===== config.mk =====
export PLATFORM = sky130hd
export DESIGN_NAME = spi_cmd_decoder
export DESIGN_NICKNAME = d
export VERILOG_FILES = /design/src/rtl/spi_cmd_pkg.sv /design/src/rtl/spi_byte_rx.sv /design/src/rtl/spi_cmd_table.sv /design/src/rtl/spi_frame_fsm.sv /design/src/rtl/spi_cmd_decoder.sv
export SDC_FILE = /design/constraint.sdc
export NUM_CORES = 1
export LEC_CHECK = 0
export CORE_MARGIN = 8
export CORE_UTILIZATION = 30
export CTS_BUF_LIST = sky130_fd_sc_hd__clkbuf_4 sky130_fd_sc_hd__clkbuf_8
export DETAILED_ROUTE_END_ITERATION = 8
export GPL_ROUTABILITY_DRIVEN = 0
export PLACE_DENSITY = 0.49
export REMOVE_ABC_BUFFERS = 1
export SYNTH_ARGS = -nofsm -noshare
export SYNTH_HDL_FRONTEND = slang
export SYNTH_SLANG_ARGS = --single-unit

===== constraint.sdc =====
create_clock -name clk -period 3.1 [get_ports clk]
set_clock_uncertainty 0.05 [all_clocks]
set_input_delay 0.62 -clock clk [delete_from_list [all_inputs] [get_ports clk]]
set_output_delay 0.62 -clock clk [all_outputs]
set_load 0.03 [all_outputs]

===== src/rtl/spi_cmd_pkg.sv =====
// Shared types for the SPI command decoder: command codes, per-opcode
// table entry, and width constants. Assumes 8-bit bytes and 24-bit addresses.
package spi_cmd_pkg;
    localparam int BYTE_W   = 8;
    localparam int ADDR_W   = 24;
    localparam int DCNT_W   = 9;
    localparam logic [BYTE_W-1:0] RESET_CONFIRM = 8'hD0;

    typedef enum logic [4:0] {
        CMD_NONE        = 5'd0,
        CMD_PAGE_ERASE  = 5'd1,
        CMD_BLK4_ERASE  = 5'd2,
        CMD_BLK32_ERASE = 5'd3,
        CMD_CHIP_ERASE  = 5'd4,
        CMD_PROGRAM     = 5'd5,
        CMD_WR_ENABLE   = 5'd6,
        CMD_WR_DISABLE  = 5'd7,
        CMD_SEC_PROGRAM = 5'd8,
        CMD_SEC_READ    = 5'd9,
        CMD_RD_STATUS   = 5'd10,
        CMD_WR_STAT1    = 5'd11,
        CMD_WR_STAT2    = 5'd12,
        CMD_RESET       = 5'd13,
        CMD_READ_ID     = 5'd14,
        CMD_READ_ID_OLD = 5'd15,
        CMD_SLEEP       = 5'd16,
        CMD_WAKE        = 5'd17,
        CMD_DEEP_SLEEP  = 5'd18
    } cmd_e;

    typedef struct packed {
        logic              known;
        cmd_e              code;
        logic [1:0]        addr_bytes;
        logic [1:0]        dummy_bytes;
        logic              confirm;
        logic              commits;
        logic              needs_data;
        logic [DCNT_W-1:0] max_data;
    } cmd_info_t;
endpackage


===== src/rtl/spi_byte_rx.sv =====
// Oversampling SPI receiver. Synchronises the three pins into clk,
// detects rising serial-clock edges while selected and assembles bytes
// MSB first. Assumes clk runs at least four times the serial clock.
module spi_byte_rx
    import spi_cmd_pkg::*;
#(
    parameter int SYNC_STAGES = 2
) (
    input  logic              clk,
    input  logic              rst_n,
    input  logic              sclk,
    input  logic              cs_n,
    input  logic              mosi,
    output logic              byte_valid,
    output logic [BYTE_W-1:0] byte_data,
    output logic              selected,
    output logic              cs_rise,
    output logic              on_boundary
);
    localparam int BIT_W = $clog2(BYTE_W);

    logic [SYNC_STAGES:0]   sclk_sh;
    logic [SYNC_STAGES:0]   cs_sh;
    logic [SYNC_STAGES-1:0] mosi_sh;
    logic [BIT_W-1:0]       bit_cnt;
    logic [BYTE_W-1:0]      shreg;
    logic                   sclk_rise;
    logic                   mosi_now;

    // Synchroniser chains; one extra stage on clock and select for edge detect.
    always_ff @(posedge clk) begin
        if (!rst_n) begin
            sclk_sh <= '0;
            cs_sh   <= '1;
            mosi_sh <= '0;
        end else begin
            sclk_sh <= {sclk_sh[SYNC_STAGES-1:0], sclk};
            cs_sh   <= {cs_sh[SYNC_STAGES-1:0], cs_n};
            mosi_sh <= {mosi_sh[SYNC_STAGES-2:0], mosi};
        end
    end

    assign selected    = ~cs_sh[SYNC_STAGES-1];
    assign cs_rise     = cs_sh[SYNC_STAGES-1] & ~cs_sh[SYNC_STAGES];
    assign sclk_rise   = sclk_sh[SYNC_STAGES-1] & ~sclk_sh[SYNC_STAGES];
    assign mosi_now    = mosi_sh[SYNC_STAGES-1];
    assign on_boundary = (bit_cnt == '0);

    // Shift bits in on rising serial clock; emit a byte every BYTE_W bits.
    always_ff @(posedge clk) begin
        if (!rst_n) begin
            bit_cnt    <= '0;
            shreg      <= '0;
            byte_valid <= 1'b0;
            byte_data  <= '0;
        end else begin
            byte_valid <= 1'b0;
            if (!selected) begin
                bit_cnt <= '0;
            end else if (sclk_rise) begin
                shreg   <= {shreg[BYTE_W-2:0], mosi_now};
                bit_cnt <= bit_cnt + 1'b1;
                if (bit_cnt == BIT_W'(BYTE_W - 1)) begin
                    byte_valid <= 1'b1;
                    byte_data  <= {shreg[BYTE_W-2:0], mosi_now};
                end
            end
        end
    end

    // a deselected receiver always restarts at bit zero
    p_bitcnt_clear_r1: assert property (@(posedge clk) disable iff (!rst_n)
        !selected |=> on_boundary);
endmodule


===== src/rtl/spi_cmd_table.sv =====
// Opcode lookup table. Pure combinational; maps an opcode to its command
// code and frame shape. Unknown opcodes return known = 0.
module spi_cmd_table
    import spi_cmd_pkg::*;
#(
    parameter int PROG_MAX = 256,
    parameter int SEC_MAX  = 64
) (
    input  logic [BYTE_W-1:0] opcode,
    output cmd_info_t         info
);
    // Build one entry from its fields.
    function automatic cmd_info_t mk(cmd_e c, int a, int d, logic cf,
                                     logic cm, logic nd, int mx);
        cmd_info_t e;
        e.known       = 1'b1;
        e.code        = c;
        e.addr_bytes  = 2'(a);
        e.dummy_bytes = 2'(d);
        e.confirm     = cf;
        e.commits     = cm;
        e.needs_data  = nd;
        e.max_data    = DCNT_W'(mx);
        return e;
    endfunction

    // Decode the opcode.
    always_comb begin
        info = '0;
        case (opcode)
            8'h81: info = mk(CMD_PAGE_ERASE,  3, 0, 1'b0, 1'b1, 1'b0, 0);
            8'h20: info = mk(CMD_BLK4_ERASE,  3, 0, 1'b0, 1'b1, 1'b0, 0);
            8'h52,
            8'hD8: info = mk(CMD_BLK32_ERASE, 3, 0, 1'b0, 1'b1, 1'b0, 0);
            8'h60,
            8'hC7: info = mk(CMD_CHIP_ERASE,  0, 0, 1'b0, 1'b1, 1'b0, 0);
            8'h02: info = mk(CMD_PROGRAM,     3, 0, 1'b0, 1'b1, 1'b1, PROG_MAX);
            8'h06: info = mk(CMD_WR_ENABLE,   0, 0, 1'b0, 1'b1, 1'b0, 0);
            8'h04: info = mk(CMD_WR_DISABLE,  0, 0, 1'b0, 1'b1, 1'b0, 0);
            8'h9B: info = mk(CMD_SEC_PROGRAM, 3, 0, 1'b0, 1'b1, 1'b1, SEC_MAX);
            8'h77: info = mk(CMD_SEC_READ,    3, 2, 1'b0, 1'b0, 1'b0, 0);
            8'h05: info = mk(CMD_RD_STATUS,   0, 0, 1'b0, 1'b0, 1'b0, 0);
            8'h01: info = mk(CMD_WR_STAT1,    0, 0, 1'b0, 1'b1, 1'b1, 1);
            8'h31: info = mk(CMD_WR_STAT2,    0, 0, 1'b0, 1'b1, 1'b1, 1);
            8'hF0: info = mk(CMD_RESET,       0, 0, 1'b1, 1'b1, 1'b0, 0);
            8'h9F: info = mk(CMD_READ_ID,     0, 0, 1'b0, 1'b0, 1'b0, 0);
            8'h15: info = mk(CMD_READ_ID_OLD, 0, 0, 1'b0, 1'b0, 1'b0, 0);
            8'hB9: info = mk(CMD_SLEEP,       0, 0, 1'b0, 1'b1, 1'b0, 0);
            8'hAB: info = mk(CMD_WAKE,        0, 0, 1'b0, 1'b1, 1'b0, 0);
            8'h79: info = mk(CMD_DEEP_SLEEP,  0, 0, 1'b0, 1'b1, 1'b0, 0);
            default: info = '0;
        endcase
    end
endmodule


===== src/rtl/spi_frame_fsm.sv =====
// Frame sequencer. Walks opcode, address, dummy, confirmation and payload
// phases from the table entry, issues command/data/commit strobes, and
// ignores the rest of a rejected frame. Assumes one byte_valid at most
// every eight cycles.
module spi_frame_fsm
    import spi_cmd_pkg::*;
(
    input  logic              clk,
    input  logic              rst_n,
    input  logic              byte_valid,
    input  logic [BYTE_W-1:0] byte_data,
    input  logic              selected,
    input  logic              cs_rise,
    input  logic              on_boundary,
    input  cmd_info_t         lut,
    output logic              cmd_valid,
    output cmd_e              cmd_code,
    output logic [ADDR_W-1:0] cmd_addr,
    output logic              data_strobe,
    output logic [BYTE_W-1:0] data_byte,
    output logic              commit,
    output logic              illegal
);
    typedef enum logic [2:0] {S_OPCODE, S_ADDR, S_DUMMY, S_CONFIRM, S_DATA, S_IGNORE} state_e;

    state_e            state, state_n;
    cmd_info_t         info_q, info_n;
    logic [1:0]        cnt, cnt_n;
    logic [ADDR_W-1:0] addr_n;
    logic [DCNT_W-1:0] dcnt, dcnt_n;
    cmd_e              code_n;
    logic              valid_n, strobe_n, commit_n, illegal_n;

    // Phase that follows the address bytes for a given entry.
    function automatic state_e after_addr(cmd_info_t i);
        if (i.confirm)                return S_CONFIRM;
        else if (i.dummy_bytes != '0) return S_DUMMY;
        else                          return S_DATA;
    endfunction

    // Next-state and strobe logic for one frame.
    always_comb begin
        state_n   = state;
        info_n    = info_q;
        cnt_n     = cnt;
        addr_n    = cmd_addr;
        dcnt_n    = dcnt;
        code_n    = cmd_code;
        valid_n   = 1'b0;
        strobe_n  = 1'b0;
        commit_n  = 1'b0;
        illegal_n = illegal;
        if (cs_rise) begin
            commit_n  = (state == S_DATA) && on_boundary && info_q.commits &&
                        (!info_q.needs_data || dcnt != '0);
            state_n   = S_OPCODE;
            illegal_n = 1'b0;
        end else if (!selected) begin
            state_n   = S_OPCODE;
            illegal_n = 1'b0;
        end else if (byte_valid) begin
            case (state)
                S_OPCODE: begin
                    if (!lut.known) begin
                        state_n   = S_IGNORE;
                        illegal_n = 1'b1;
                    end else begin
                        info_n  = lut;
                        addr_n  = '0;
                        dcnt_n  = '0;
                        state_n = (lut.addr_bytes != '0) ? S_ADDR : after_addr(lut);
                    end
                end
                S_ADDR: begin
                    addr_n = {cmd_addr[ADDR_W-BYTE_W-1:0], byte_data};
                    if (cnt == '0) state_n = after_addr(info_q);
                    else           cnt_n   = cnt - 2'd1;
                end
                S_DUMMY: begin
                    if (cnt == '0) state_n = S_DATA;
                    else           cnt_n   = cnt - 2'd1;
                end
                S_CONFIRM: begin
                    if (byte_data == RESET_CONFIRM) begin
                        state_n = S_DATA;
                    end else begin
                        state_n   = S_IGNORE;
                        illegal_n = 1'b1;
                    end
                end
                S_DATA: begin
                    if (info_q.needs_data && dcnt < info_q.max_data) begin
                        strobe_n = 1'b1;
                        dcnt_n   = dcnt + DCNT_W'(1);
                    end
                end
                default: ;
            endcase
            if (state_n == S_ADDR && state != S_ADDR)
                cnt_n = info_n.addr_bytes - 2'd1;
            if (state_n == S_DUMMY && state != S_DUMMY)
                cnt_n = info_n.dummy_bytes - 2'd1;
            if (state_n == S_DATA && state != S_DATA) begin
                valid_n = 1'b1;
                code_n  = info_n.code;
            end
        end
    end

    // State and output registers.
    always_ff @(posedge clk) begin
        if (!rst_n) begin
            state       <= S_OPCODE;
            info_q      <= '0;
            cnt         <= '0;
            cmd_addr    <= '0;
            dcnt        <= '0;
            cmd_code    <= CMD_NONE;
            cmd_valid   <= 1'b0;
            data_strobe <= 1'b0;
            data_byte   <= '0;
            commit      <= 1'b0;
            illegal     <= 1'b0;
        end else begin
            state       <= state_n;
            info_q      <= info_n;
            cnt         <= cnt_n;
            cmd_addr    <= addr_n;
            dcnt        <= dcnt_n;
            cmd_code    <= code_n;
            cmd_valid   <= valid_n;
            data_strobe <= strobe_n;
            if (strobe_n) data_byte <= byte_data;
            commit      <= commit_n;
            illegal     <= illegal_n;
        end
    end

    // a rejected frame emits nothing
    p_quiet_when_illegal_r11: assert property (@(posedge clk) disable iff (!rst_n)
        illegal |-> !data_strobe && !cmd_valid && !commit);
    // payload never exceeds the command limit
    p_payload_cap_r4: assert property (@(posedge clk) disable iff (!rst_n)
        data_strobe |-> dcnt <= info_q.max_data && dcnt != '0);
    // commit only appears right after the select edge
    p_commit_at_deselect_r10: assert property (@(posedge clk) disable iff (!rst_n)
        commit |-> !selected);
    // the address is frozen during the payload phase
    p_addr_frozen_r2: assert property (@(posedge clk) disable iff (!rst_n)
        (state == S_DATA && $past(state) == S_DATA) |-> $stable(cmd_addr));
    // read commands never commit
    p_read_no_commit_r12: assert property (@(posedge clk) disable iff (!rst_n)
        commit |-> !(cmd_code inside {CMD_RD_STATUS, CMD_SEC_READ, CMD_READ_ID, CMD_READ_ID_OLD}));
endmodule


===== src/rtl/spi_cmd_decoder.sv =====
// Top of the SPI flash command decoder: receiver, opcode table and frame
// sequencer. Assumes clk is at least four times the serial clock rate.
module spi_cmd_decoder
    import spi_cmd_pkg::*;
#(
    parameter int SYNC_STAGES = 2,
    parameter int PROG_MAX    = 256,
    parameter int SEC_MAX     = 64
) (
    input  logic        clk,
    input  logic        rst_n,
    input  logic        spi_sclk,
    input  logic        spi_cs_n,
    input  logic        spi_mosi,
    output logic        cmd_valid,
    output logic [4:0]  cmd_code,
    output logic [23:0] cmd_addr,
    output logic        data_strobe,
    output logic [7:0]  data_byte,
    output logic        commit,
    output logic        illegal
);
    logic              byte_valid;
    logic [BYTE_W-1:0] byte_data;
    logic              selected;
    logic              cs_rise;
    logic              on_boundary;
    cmd_info_t         lut;
    cmd_e              code_e;

    spi_byte_rx #(.SYNC_STAGES(SYNC_STAGES)) u_rx (
        .clk(clk), .rst_n(rst_n), .sclk(spi_sclk), .cs_n(spi_cs_n), .mosi(spi_mosi),
        .byte_valid(byte_valid), .byte_data(byte_data), .selected(selected),
        .cs_rise(cs_rise), .on_boundary(on_boundary)
    );

    spi_cmd_table #(.PROG_MAX(PROG_MAX), .SEC_MAX(SEC_MAX)) u_table (
        .opcode(byte_data), .info(lut)
    );

    spi_frame_fsm u_fsm (
        .clk(clk), .rst_n(rst_n), .byte_valid(byte_valid), .byte_data(byte_data),
        .selected(selected), .cs_rise(cs_rise), .on_boundary(on_boundary), .lut(lut),
        .cmd_valid(cmd_valid), .cmd_code(code_e), .cmd_addr(cmd_addr),
        .data_strobe(data_strobe), .data_byte(data_byte), .commit(commit),
        .illegal(illegal)
    );

    assign cmd_code = code_e;
endmodule


* Yosys cells after proc, flatten, opt, wreduce, memory -nomap -nowiden
Index checks and enable logic that the tools add are counted.
** Storage, ports and cells
- Register bits :: 103
- Bits in latches :: 0
- Memory bits (writable) :: 0
- Bits in read-only memories :: 0
- Bits of input ports :: 5
- Output and inout port bits :: 41
- Word-level logic and storage cells :: 153
- Memories kept :: 0
** Operators by class
- $add $sub $neg :: 5
- Multipliers :: 0
- Divide/modulo/power cells :: 0
- Order comparisons :: 1
- Equality and inequality tests :: 39
- Shift-type cells :: 0
- Mux-type cells :: 38
- Bitwise gates (word level) :: 9
- Reductions and logical operators :: 37
** Operator list (number)
- $pmux W22 S18 :: 1
- $mux W21 :: 5
- $eq A8 B8 Y1 const B :: 9
- $pmux W24 S2 :: 1
- $mux W3 :: 11
- $eq A8 B7 Y1 const B :: 4
- $eq A8 B3 Y1 const B :: 3
- $mux W24 :: 1
- $mux W9 :: 2
- $pmux W9 S2 :: 1
- $eq A8 B6 Y1 const B :: 2
- $reduce_and A5 Y1 :: 3
- $pmux W3 S4 :: 1
- $reduce_bool A2 Y1 :: 6
- $mux W1 :: 10
- $add A9 B1 Y9 const B :: 1
- $eq A3 B2 Y1 const B :: 3
- $eq A3 B3 Y1 const B :: 3
- $lt A9 B9 Y1 :: 1
- $reduce_bool A9 Y1 :: 1
- $eq A8 B1 Y1 const B :: 1
- $eq A8 B2 Y1 const B :: 1
- $eq A8 B5 Y1 const B :: 1
- $mux W2 :: 4
- other kinds (25) :: 53

* Depth between registers and ports, before layout
Gate-level depths: netlist of the first run.
- Depth in word-level cells :: 16
- Gate-level depth with buffers :: 10
- Gate-level depth less buffers :: 7

* Cells and area by module
From an unflattened synthesis of the first run, not the netlist that was laid out.
** Second synthesis, totals
- Cells, all modules :: 633
- Area total of the unflattened synthesis :: 5133.7 um2
** By module, submodules not included
- spi_frame_fsm :: times used 1, cells each 450, area each 3550.9 um2, sequential area each 1481.4 um2
- spi_byte_rx :: times used 1, cells each 98, area each 1001.0 um2, sequential area each 540.5 um2
- spi_cmd_table :: times used 1, cells each 85, area each 581.8 um2, sequential area each 0.0 um2

* Worst setup path before layout of the first run
OpenSTA, ideal clock, no wires.
- Path type :: reg2reg
- Start :: register u_rx.byte_data[2]
- End :: register u_fsm.cnt[0]
- Library setup time :: 116 ps
- Arrival :: 2196 ps
- Data required time :: 2934 ps
- Slack :: 738 ps
- Stages on the path, launching flop included :: 9
- Buffers on the path :: 1
- Period minus slack after synthesis :: 2362 ps
- Path through :: dfxtp_1 > buf_6 > or4b_4 > or3_1 > o221ai_2 > a41o_1 > nor2_1 > o31a_1 > a41o_1
** Between the ends
- Cells in the longest elaborated chain, start to end :: 16
- Elaborated cells on any way between the ends :: 51
- Those cells by class :: 2 x add/sub; 24 x eq/ne; 17 x mux; 8 x reduce/logical
** RTL lines
- start: declaration :: line spi_byte_rx.sv:15 : output logic [BYTE_W-1:0] byte_data,
- start signal: assignment :: line spi_byte_rx.sv:65 : byte_data <= {shreg[BYTE_W-2:0], mosi_now};
- $eq A8 B7 Y1 or $eq A8 B8 Y1 (tied branches) :: line spi_cmd_table.sv:30 : case (opcode)
- $reduce_or A2 Y1 :: line spi_cmd_table.sv:30
- $pmux W22 S18 :: line spi_cmd_table.sv:30
- $reduce_bool A2 Y1 :: line spi_frame_fsm.sv:37 : else if (i.dummy_bytes != '0) return S_DUMMY;
- $mux W3 :: line spi_frame_fsm.sv:37
- $mux W3 :: line spi_frame_fsm.sv:36 : if (i.confirm) return S_CONFIRM;
- $mux W3 :: line spi_frame_fsm.sv:71 : state_n = (lut.addr_bytes != '0) ? S_ADDR : after_addr(lut);
- $mux W3 :: line spi_frame_fsm.sv:64 : if (!lut.known) begin
- $pmux W3 S4 :: line spi_frame_fsm.sv:62 : case (state)
- $mux W3 :: line spi_frame_fsm.sv:61 : end else if (byte_valid) begin
- $mux W3 :: line spi_frame_fsm.sv:58 : end else if (!selected) begin
- $mux W3 :: line spi_frame_fsm.sv:53 : if (cs_rise) begin
- $eq A3 B2 Y1 or $eq A3 B1 Y1 (tied branches) :: line spi_frame_fsm.sv:101, spi_frame_fsm.sv:99
- $logic_and A1 B1 Y1, on equally long branches :: line spi_frame_fsm.sv:101, spi_frame_fsm.sv:99
- $ne A3 B3 Y1 (no line), or another cell as far along
- $reduce_and A5 Y1 (no line) or $mux W2 (tied branches)
- end signal: assignment :: line spi_frame_fsm.sv:127 : cnt <= cnt_n;
- end: declaration :: line spi_frame_fsm.sv:28 : logic [1:0] cnt, cnt_n;
Several ways; a longest one is shown, not always the timed one. The select of a mux whose other input is x is not followed.
A chain may end at the register's enable or synchronous reset.

* Final worst setup path of the first run
- Start :: register u_rx.byte_data[7]
- End :: register u_fsm.dcnt[8]
** Between the ends
- Cells in the longest elaborated chain, start to end :: 5
- Elaborated cells on any way between the ends :: 25
- Those cells by class :: 21 x eq/ne; 1 x mux; 3 x reduce/logical
** RTL lines
- $eq A8 B7 Y1 or $eq A8 B8 Y1 (tied branches) :: line spi_cmd_table.sv:30
- $reduce_or A2 Y1 :: line spi_cmd_table.sv:30
- $pmux W22 S18 (*) :: line spi_cmd_table.sv:30
- $ne A2 B1 Y1 (no line) (*)
- $reduce_and A6 Y1 (no line) (*)
- end signal: assignment :: line spi_frame_fsm.sv:129 : dcnt <= dcnt_n;
- end: declaration :: line spi_frame_fsm.sv:30 : logic [DCNT_W-1:0] dcnt, dcnt_n;
Every way passes the cells marked *; elsewhere a longest branch is shown, timed or not.

==> flow_summary.yaml, run 1 <==
critical_path:
  cp-start-kind: "register"
  crit_buf_inv: 0
  worstSetupPathType: "register to register"
  worstPathRequired_ns: 3.35
  crit_fanout: 17
  cpMostUsedCell: "o21ai_0"
  slowest_stage: "dfxtp_1"
  crit_chain: "nand4b_1 > o22ai_1 > o21ai_0 > a31oi_1 > o31ai_1 > o21ai_0 > a21oi_1"
  end_kind: "register"
  cp.arrival_ns: 3.08
  slowest_delay_ns: 0.67
  critPathTopFamily: "compound AO/OA/AOI/OAI gates"
pwr:
  seqPwrFrac: 0.601
  p_leak_nw: 1.85
  p_int_mw: 1.59
  power_density_nw_per_um2: 387
  combPwrFrac: 0.022
  clkPwrFrac: 0.378
  switchingPower_mw: 0.455
  ir_worst_vdd_mv: 0.256
  swShare: 0.223
  finalPower_mw: 2.04
yosys:
  synth_top_family_by_area: "simple AND/OR/NAND/NOR gates"
  yosys_warnings: 0
  synthTopCellsByArea: "dfxtp_1 (43%), nor2_1 (5.0%), a22o_1 (4.6%)"
  ys_types: 68
  synthAdderAreaFrac: 0.0199
  async_flop_share: 0
  ys_ff_latch: 95
  ys_top_cells_by_count: "dfxtp_1 (95), nor2_1 (59), nand2_1 (53)"
  synth_compound_area_frac: 0.194
  synthesis.area_um2: 4400
  synth_seq_area_share: 0.432
  synth_flop_cell: "dfxtp_1"
  synth_simple_gate_area_frac: 0.239
  synth_edf_count: 0
  synthMuxAreaShare: 0.0486
  synth-xor-area-share: 0.0179
  synth.avg_cell_area_um2: 8.84
  yosysMostFrequentCell: "dfxtp_1"
  yosys.area.top_type: "dfxtp_1"
  synthCells: 498
  synth.top_cell.area_share: 0.432
clock_network:
  clockRootBuffer: "clkbuf_8"
  cts_buffer_depth: 2
  numCtsBuffers: 9
  cts_tree: "built"
  cts_resized: 0
  cts_hold_buf: 0
  clk_latency_ns: 0.38
  clk_pin_slew_worst_paths_ns: 0.09
  clkSinkCount: 95
  htreeDepth: 3
  postCtsSetupRepairBufs: 0
flow_run:
  maxCapViolations: 0
routing:
  drc: 0
  drt_iter0_markers: 182
  vias: 3694
  ant_nets: 0
  drt_wl_total_mm: 11.4
  dr.pass1.iters: 4
  post_drt_via_cell_ratio: 5.06
  routedWlPerCell_um: 15.6
die:
  coreArea_um2: 14400
  die_y_um: 137
  die-area_um2: 18800
  start_util: 0.305
  num_rows: 44
  die_w_um: 137
  ios: 46
grt:
  antenna_found_initial: 1
  grt_start_max_net_pins: 45
  grt_pass1_vias: 3577
  grt_pass1_wl_mm: 18.7
  grt.overflow.total: 0
  grt_use_total: 0.128
placed_design:
  dpl_cell_area_um2: 5090
  hpwl_mm: 8.45
  io_buffers: 45
  dp_slack_ns: 0.319
sta:
  fmax_mhz: 354
  setup_viol: 0
  min_period_over_period: 0.911
  finalHoldViolCount: 0
  timing.hold.ws_ns: 0.364
  min_period_ns: 2.82
  fin_tns_setup_ns: 0
  max_slew.worst_pin.slew_ns: 0.685
  slew_headroom: 0.539
  fin_ws_ns: 0.275
  slew_violations: 0
  rsz0062_at_grt: "false"
final_layout:
  drive_gt1_frac: 0.108
  nets: 553
  diodes: 0
  stdcell_area_um2: 5280
  syn_to_final_growth_pct: 19.9
hold_path:
  min_path_type: "register to register"
run_status:
  status: "complete, no violations"
-- metrics by stage --
stage | utilization | cells
after floorplan | - | 462
after global placement | 0.353 | 714
after detailed placement | 0.353 | 714
after CTS | 0.366 | 730
after global routing | 0.366 | 730
final | 0.366 | 730
-- cell type report --
| class | instances | area, µm² |
|---|---|---|
| repair buffers | 68 | 636 |
| well taps | 184 | 230 |
| clock buffers | 12 | 159 |
| multi-input cells | 357 | 2290 |
| flip-flops and latches | 95 | 1900 |
| clock inverters | 4 | 27.5 |
| fillers | 1514 | 9150 |
| inverters | 10 | 37.5 |
-- cell usage in the layout, fill, tap and decap left out, types with 3 or more instances in the layout --
master / n
mux2_2: 3
and2_1: 13
and3_1: 4
mux2i_1: 18
xnor2_1: 3
clkdlybuf4s50_1: 45
a22o_1: 23
o21ai_0: 10
nand2b_1: 9
nand3b_1: 3
clkbuf_8: 11
a311oi_1: 4
or4_1: 4
ha_1: 7
or3_1: 3
nand3_1: 11
nor2_1: 59
buf_4: 22
nor2b_1: 4
a211oi_1: 4
nor3_1: 13
dfxtp_1: 95
a31oi_1: 3
nand4b_1: 3
xor2_1: 6
nor3b_1: 4
nand4_1: 8
or2_2: 3
o31ai_1: 4
inv_1: 9
nand2_1: 53
a41oi_1: 3
a21oi_1: 31
-- path summary, 6_finish.rpt --
kind	startpoint	end	slack [ns]	cells past startpoint
min reg2reg	u_rx.cs_sh[0]	u_rx.cs_sh[1]	0.36	1
min	u_rx.cs_sh[0]	u_rx.cs_sh[1]	0.36	1
max reg2reg	u_rx.byte_data[7]	u_fsm.dcnt[8]	0.28	7
max	u_rx.byte_data[7]	u_fsm.dcnt[8]	0.28	7
-- state kept, by name (all words and copies together), names as in the netlist, 2 cells and up --
register and flops:
u_rx.mosi_sh 2, u_fsm.dcnt 9, u_fsm.cmd_addr 24, u_rx.shreg 7, u_fsm.state 3, u_rx.bit_cnt 3
u_fsm.cmd_code 5, u_rx.byte_data 8, u_fsm.cnt 2, u_rx.cs_sh 3, u_fsm.data_byte 8, u_rx.sclk_sh 3
u_fsm.info_q 13
-- metal layers --
layer,global-route usage,routed length (µm)
met1,0.158,5230
met2,0.204,5470
met3,0.0422,687
met4,0.0410,38
met5,0,0
-- cell families (layout without fill, tap and decap cells) --
| logic type | Yosys count | in the layout |
|---|---|---|
| AOI/OAI and AO/OA | 112 | 112 |
| and+or+nand+nor | 208 | 208 |
| buffers and inverters | 46 | 94 |
| muxes | 21 | 21 |
| adders and majority gates | 7 | 7 |
| xor gates and xnor gates | 9 | 9 |
| DFF | 95 | 95 |
-- power by group through the flow --
stage          clock network [mW]  registers, mW  logic, mW
2_1_floorplan                   0           1.25     0.0218
3_3_place_gp                    0           1.26     0.0448
3_5_place_dp                    0           1.26     0.0450
4_1_cts                     0.818           1.23     0.0451
5_1_grt                     0.860           1.23     0.0495
6_report                    0.771           1.23     0.0445
Note: power is estimated with default switching activity, not from simulation.
==> run 2, diff against run 1 <==
- ABC_AREA: unset -> 1
- CTS_CLUSTER_DIAMETER: unset -> 40
- PLACE_DENSITY: 0.49 -> unset
==> flow_summary.yaml, run 2 <==
run_status:
  status: "complete, no violations"
clock_network:
  cts_resized: 0
  clockRootBuffer: "clkbuf_8"
  cts_hold_buf: 0
  cts_buffer_depth: 2
  numCtsBuffers: 9
  clk_latency_ns: 0.37
  htreeDepth: 3
  cts_tree: "built"
  clk_pin_slew_worst_paths_ns: 0.09
  postCtsSetupRepairBufs: 0
  clkSinkCount: 95
yosys:
  ys_ff_latch: 95
  yosys.area.top_type: "dfxtp_1"
  synthesis.area_um2: 4430
  synth_simple_gate_area_frac: 0.286
  synthCells: 620
  ys_top_cells_by_count: "nand2_1 (122), dfxtp_1 (95), inv_1 (70)"
  synth_flop_cell: "dfxtp_1"
  synthAdderAreaFrac: 0.0198
  synth.top_cell.area_share: 0.429
  synth_seq_area_share: 0.429
  yosys_warnings: 0
  synth_compound_area_frac: 0.161
  synth-xor-area-share: 0.00593
  async_flop_share: 0
  synth_top_family_by_area: "simple AND/OR/NAND/NOR gates"
  ys_types: 42
  synthMuxAreaShare: 0
  synth.avg_cell_area_um2: 7.15
  synthTopCellsByArea: "dfxtp_1 (43%), nand2_1 (10%), a21oi_1 (7.5%)"
  yosysMostFrequentCell: "nand2_1"
  synth_edf_count: 0
critical_path:
  crit_start: "u_rx.byte_data[4]"
  end_kind: "register"
  crit_fanout: 13
  cp.arrival_ns: 2.63
  cpMostUsedCell: "nand2_1"
  rrSetupSlack_ns: 0.68
  slowest_delay_ns: 0.44
  crit_chain: "nand2_1 > nor2_2 > nand2_2 > inv_2 > nor2_1 > nand2_1 > nor2_4 > nand2_1 > nand2_2 > nor2_4 > clkinv_2 > nand2_4 > o21bai_1 > nor2_1"
  cp-start-kind: "register"
  critPathTopFamily: "simple AND/OR/NAND/NOR gates"
  r2r_start: "u_rx.byte_data[4]"
  worstPathRequired_ns: 3.31
  slowest_stage: "dfxtp_1"
  worstSetupPathType: "register to register"
  crit_buf_inv: 2
routing:
  drt_iter0_markers: 227
  dr.pass1.iters: 5
  ant_nets: 0
  drt_wl_total_mm: 10.6
  routedWlPerCell_um: 12.5
  drc: 0
  post_drt_via_cell_ratio: 4.64
  vias: 3926
sta:
  min_period_ns: 2.42
  fin_tns_setup_ns: 0
  setup_viol: 0
  fin_ws_ns: 0.681
  slew_violations: 0
  slew_headroom: 0.611
  fmax_mhz: 413
  rsz0062_at_grt: "false"
  min_period_over_period: 0.780
  max_slew.worst_pin.slew_ns: 0.583
  finalHoldViolCount: 0
die:
  die_w_um: 138
  num_rows: 44
  ios: 46
  start_util: 0.306
  die-area_um2: 18900
  coreArea_um2: 14500
  die_y_um: 138
grt:
  grt_pass1_vias: 3645
  grt_use_met1: 0.160
  grt.overflow.total: 0
  grt_most_used_layer: "met2"
  grt_use_met3: 0.0215
  grt_start_max_net_pins: 46
  grt_use_total: 0.118
  met2_usage: 0.178
  grt_pass1_wl_mm: 17.9
  antenna_found_initial: 0
final_layout:
  largest_reg_flops: 24
  diodes: 0
  regArea_um2: 1900
  top_register: "u_fsm.cmd_addr"
  final_cell_mix: "nand2_1 (122), dfxtp_1 (95), inv_1 (70)"
  syn_to_final_growth_pct: 17.0
  fillerInstances: 1591
  reg_top3: "u_fsm.cmd_addr x24, u_fsm.info_q x13, u_fsm.dcnt x9"
  final_common_cell: "nand2_1"
  multi_input_area_um2: 2100
  drive_gt1_frac: 0.0997
  nets: 670
pwr:
  p_leak_nw: 2.07
  power_density_nw_per_um2: 384
  ir_worst_vdd_mv: 0.188
hold_path:
  min_path_type: "register to register"
  hold_start: "u_rx.mosi_sh[0]"
flow_run:
  maxCapViolations: 0
placed_design:
  hpwl_mm: 7.76
  dp_slack_ns: 0.690
  io_buffers: 45
[run 2: final timing paths]
path,endpoint,cells past startpoint
hold / removal,u_rx.mosi_sh[1],2
setup / recovery,u_fsm.dcnt[7],14
setup reg to reg,u_fsm.dcnt[7],14
hold reg to reg,u_rx.mosi_sh[1],2
[run 2: report_power, final]
| group | leakage (nW) | internal, mW | switching [mW] |
|---|---|---|---|
| Combinational | 1.21 | 0.0135 | 0.0282 |
| Sequential | 0.766 | 1.22 | 0.00242 |
| Clock | 0.0898 | 0.303 | 0.421 |
[run 2: logic make-up (layout without fill, tap and decap cells)]
family | count (synthesis) | count (layout)
AOI/OAI and AO/OA | 133 | 133
xor gates and xnor gates | 3 | 3
adders and majority gates | 7 | 7
DFF | 95 | 95
buffers and inverters | 106 | 148
and+or+nand+nor | 276 | 276
[run 2: worst min-delay path, delay by kind of cell (launching register included)]
family | cells | cell delay [ns]
flops | 1 | 0.32
simple gates | 1 | 0.05
buf+inv | 1 | 0.04
[run 2: final cells by class]
class,count,area share
multi-input cells,419,0.404
flip-flops and latches,95,0.367
repair buffers,49,0.0926
inverters,84,0.0610
well taps,184,0.0444
clock buffers,11,0.0268
clock inverters,4,0.00458
[run 2: per-layer routing]
metal / vias to the layer above / routed length (µm)
li1: 2085 / -
met1: 1738 / 5300
met2: 89 / 4500
met3: 14 / 605
met4: 0 / 206
met5: - / 0
[run 2: metrics by stage]
step	hold slack, ns	utilization	cell area, µm²	total power, mW	instances
4_1_cts	0.370	0.358	5190	2.03	846
5_1_grt	0.379	0.358	5190	2.07	846
6_report	0.369	0.358	5190	1.99	846
3_5_place_dp	0.349	0.347	5030	1.30	831
2_1_floorplan	0.340	-	4320	1.28	598
3_3_place_gp	0.343	0.347	5030	1.30	831
==> run 3, diff against run 2 <==
- clock period: 3.1 -> 2.25 ns (I/O delays scaled with it)
==> flow_summary.yaml, run 3 (same netlist as run 2, synthesis figures left out) <==
clock_network:
  clk_pin_slew_worst_paths_ns: 0.10
  cts_buffer_depth: 2
  clockRootBuffer: "clkbuf_8"
  cts_hold_buf: 0
  cts_tree: "built"
  clk_latency_ns: 0.38
  numCtsBuffers: 9
  clkSinkCount: 95
  htreeDepth: 3
critical_path:
  slowest_stage: "dfxtp_2"
  worstSetupPathType: "register to register"
  rr_endpoint: "u_fsm.info_q[6]"
  r2r_start: "u_rx.byte_data[2]"
  worstSetupEndpoint: "u_fsm.info_q[6]"
  worstPathRequired_ns: 2.50
  end_kind: "register"
  reg2reg_depth: 14
  crit_buf_inv: 2
  cpMostUsedCell: "nand2_2"
  cp-start-kind: "register"
  cp.arrival_ns: 2.38
  slowest_delay_ns: 0.36
  critPathTopFamily: "simple AND/OR/NAND/NOR gates"
  crit_fanout: 8
  crit_start: "u_rx.byte_data[2]"
  path_depth: 14
  crit_chain: "nor2_2 > nand2_2 > inv_2 > nand2_2 > nand2_1 > nor2_2 > nand2_2 > nor2_4 > nand2_1 > nand2_4 > nor2_4 > buf_4 > o21ai_0 > a21oi_1"
  rrSetupSlack_ns: 0.12
final_layout:
  largest_reg_flops: 24
  top_register: "u_fsm.cmd_addr"
  final_common_cell: "nand2_1"
  multi_input_area_um2: 2140
  nets: 693
  syn_to_final_growth_pct: 23.3
  fillerInstances: 1524
  final_cell_mix: "nand2_1 (121), dfxtp_1 (86), inv_1 (70)"
  diodes: 0
  drive_gt1_frac: 0.150
  reg_top3: "u_fsm.cmd_addr x24, u_fsm.info_q x13, u_fsm.dcnt x9"
  regArea_um2: 1920
  stdcell_area_um2: 5470
  final_cells: 869
flow_run:
  maxCapViolations: 0
sta:
  slew_violations: 0
  min_period_ns: 2.13
  fmax_mhz: 470
  min_period_over_period: 0.946
  slew_headroom: 0.669
  rsz0062_at_grt: "true"
  setup_viol: 0
  max_slew.worst_pin.slew_ns: 0.496
  fin_tns_setup_ns: 0
  finalHoldViolCount: 0
die:
  coreArea_um2: 14500
  ios: 46
  num_rows: 44
  die_w_um: 138
  die-area_um2: 18900
  start_util: 0.306
  die_y_um: 138
pwr:
  power_density_nw_per_um2: 511
  swShare: 0.239
  seqPwrFrac: 0.604
  p_int_mw: 2.13
  ir_worst_vdd_mv: 0.241
  clkPwrFrac: 0.374
  p_leak_nw: 2.21
  combPwrFrac: 0.022
  switchingPower_mw: 0.666
  finalPower_mw: 2.79
run_status:
  status: "complete, no violations"
placed_design:
  place_inst: 852
  hpwl_mm: 8.15
  dpl_cell_area_um2: 5210
  io_buffers: 45
routing:
  vias: 4068
  dr.pass1.iters: 5
  drc: 0
  drt_iter0_markers: 287
  routedWlPerCell_um: 12.5
  drt_wl_total_mm: 10.8
  post_drt_via_cell_ratio: 4.68
  ant_nets: 0
grt:
  grt_pass1_vias: 3741
  grt_pass1_wl_mm: 18.3
  grt_start_max_net_pins: 41
  antenna_found_initial: 0
  grt.overflow.total: 0
  grt_use_total: 0.122
hold_path:
  min_path_type: "register to register"
[run 3: cell types whose count changed in the layout (fill, tap and decap cells not counted), sizes merged]
cell    before  now
clkbuf      11   10
buf          4   27
clkinv       6    5
inv         82   84
[run 3: worst register-to-register path, delay by kind of cell, from the launching register on]
kind            cells  cell delay [ns]
simple gates       10             1.04
flops               1             0.36
buf+inv             2             0.27
compound gates      2             0.32
[run 3: routing by layer]
metal	wire length (µm)	track usage
met1	5210	0.163
met3	633	0.0317
met5	0	0
met2	4750	0.184
met4	243	0.0519
[run 3: cell type report]
cell class                      count  area share
Multi-Input combinational cell    419       0.392
Sequential cell                    95       0.352
Timing Repair Buffer               72       0.124
Inverter                           84      0.0584
Tap cell                          184      0.0421
Clock buffer                       10      0.0240
Clock inverter                      5     0.00801
[run 3: power groups by stage]
stage               combinational (mW)  sequential, mW  clock (mW)
global route                    0.0706            1.69        1.18
global placement                0.0634            1.73           0
finish                          0.0620            1.69        1.04
detailed placement              0.0634            1.73           0
floorplan                       0.0278            1.73           0
CTS                             0.0635            1.69        1.10
[run 3: what timing repair did]
item | 4_1_cts | 5_1_grt
pin swaps | 0 | 1
endpoints found under the hold margin | 0 | 0
endpoints found under the setup margin | 1 | 53
resized for setup | 1 | 24
buffers inserted | 0 | 2
[run 3: worst min-delay path by stage]
stage | startpoint | slack (ns) | to | cells past startpoint
after global placement | u_rx.sclk_sh[0] | 0.34 | u_rx.sclk_sh[1] | 2
after detailed placement | u_rx.sclk_sh[0] | 0.35 | u_rx.sclk_sh[1] | 2
after CTS | u_rx.sclk_sh[0] | 0.37 | u_rx.sclk_sh[1] | 2
after global routing | u_rx.mosi_sh[0] | 0.39 | u_rx.mosi_sh[1] | 2
after floorplan | u_rx.mosi_sh[0] | 0.34 | u_rx.mosi_sh[1] | 2
final | u_rx.sclk_sh[0] | 0.37 | u_rx.sclk_sh[1] | 2
[run 3: per-stage QoR]
stage	hold slack, ns	setup slack (ns)	utilization
6_report	0.369	0.121	0.378
5_1_grt	0.388	-0.0771	0.378
4_1_cts	0.371	0.00948	0.372
3_5_place_dp	0.351	0.0133	0.360
3_3_place_gp	0.343	-0.0205	0.360
2_1_floorplan	0.340	0.210	-
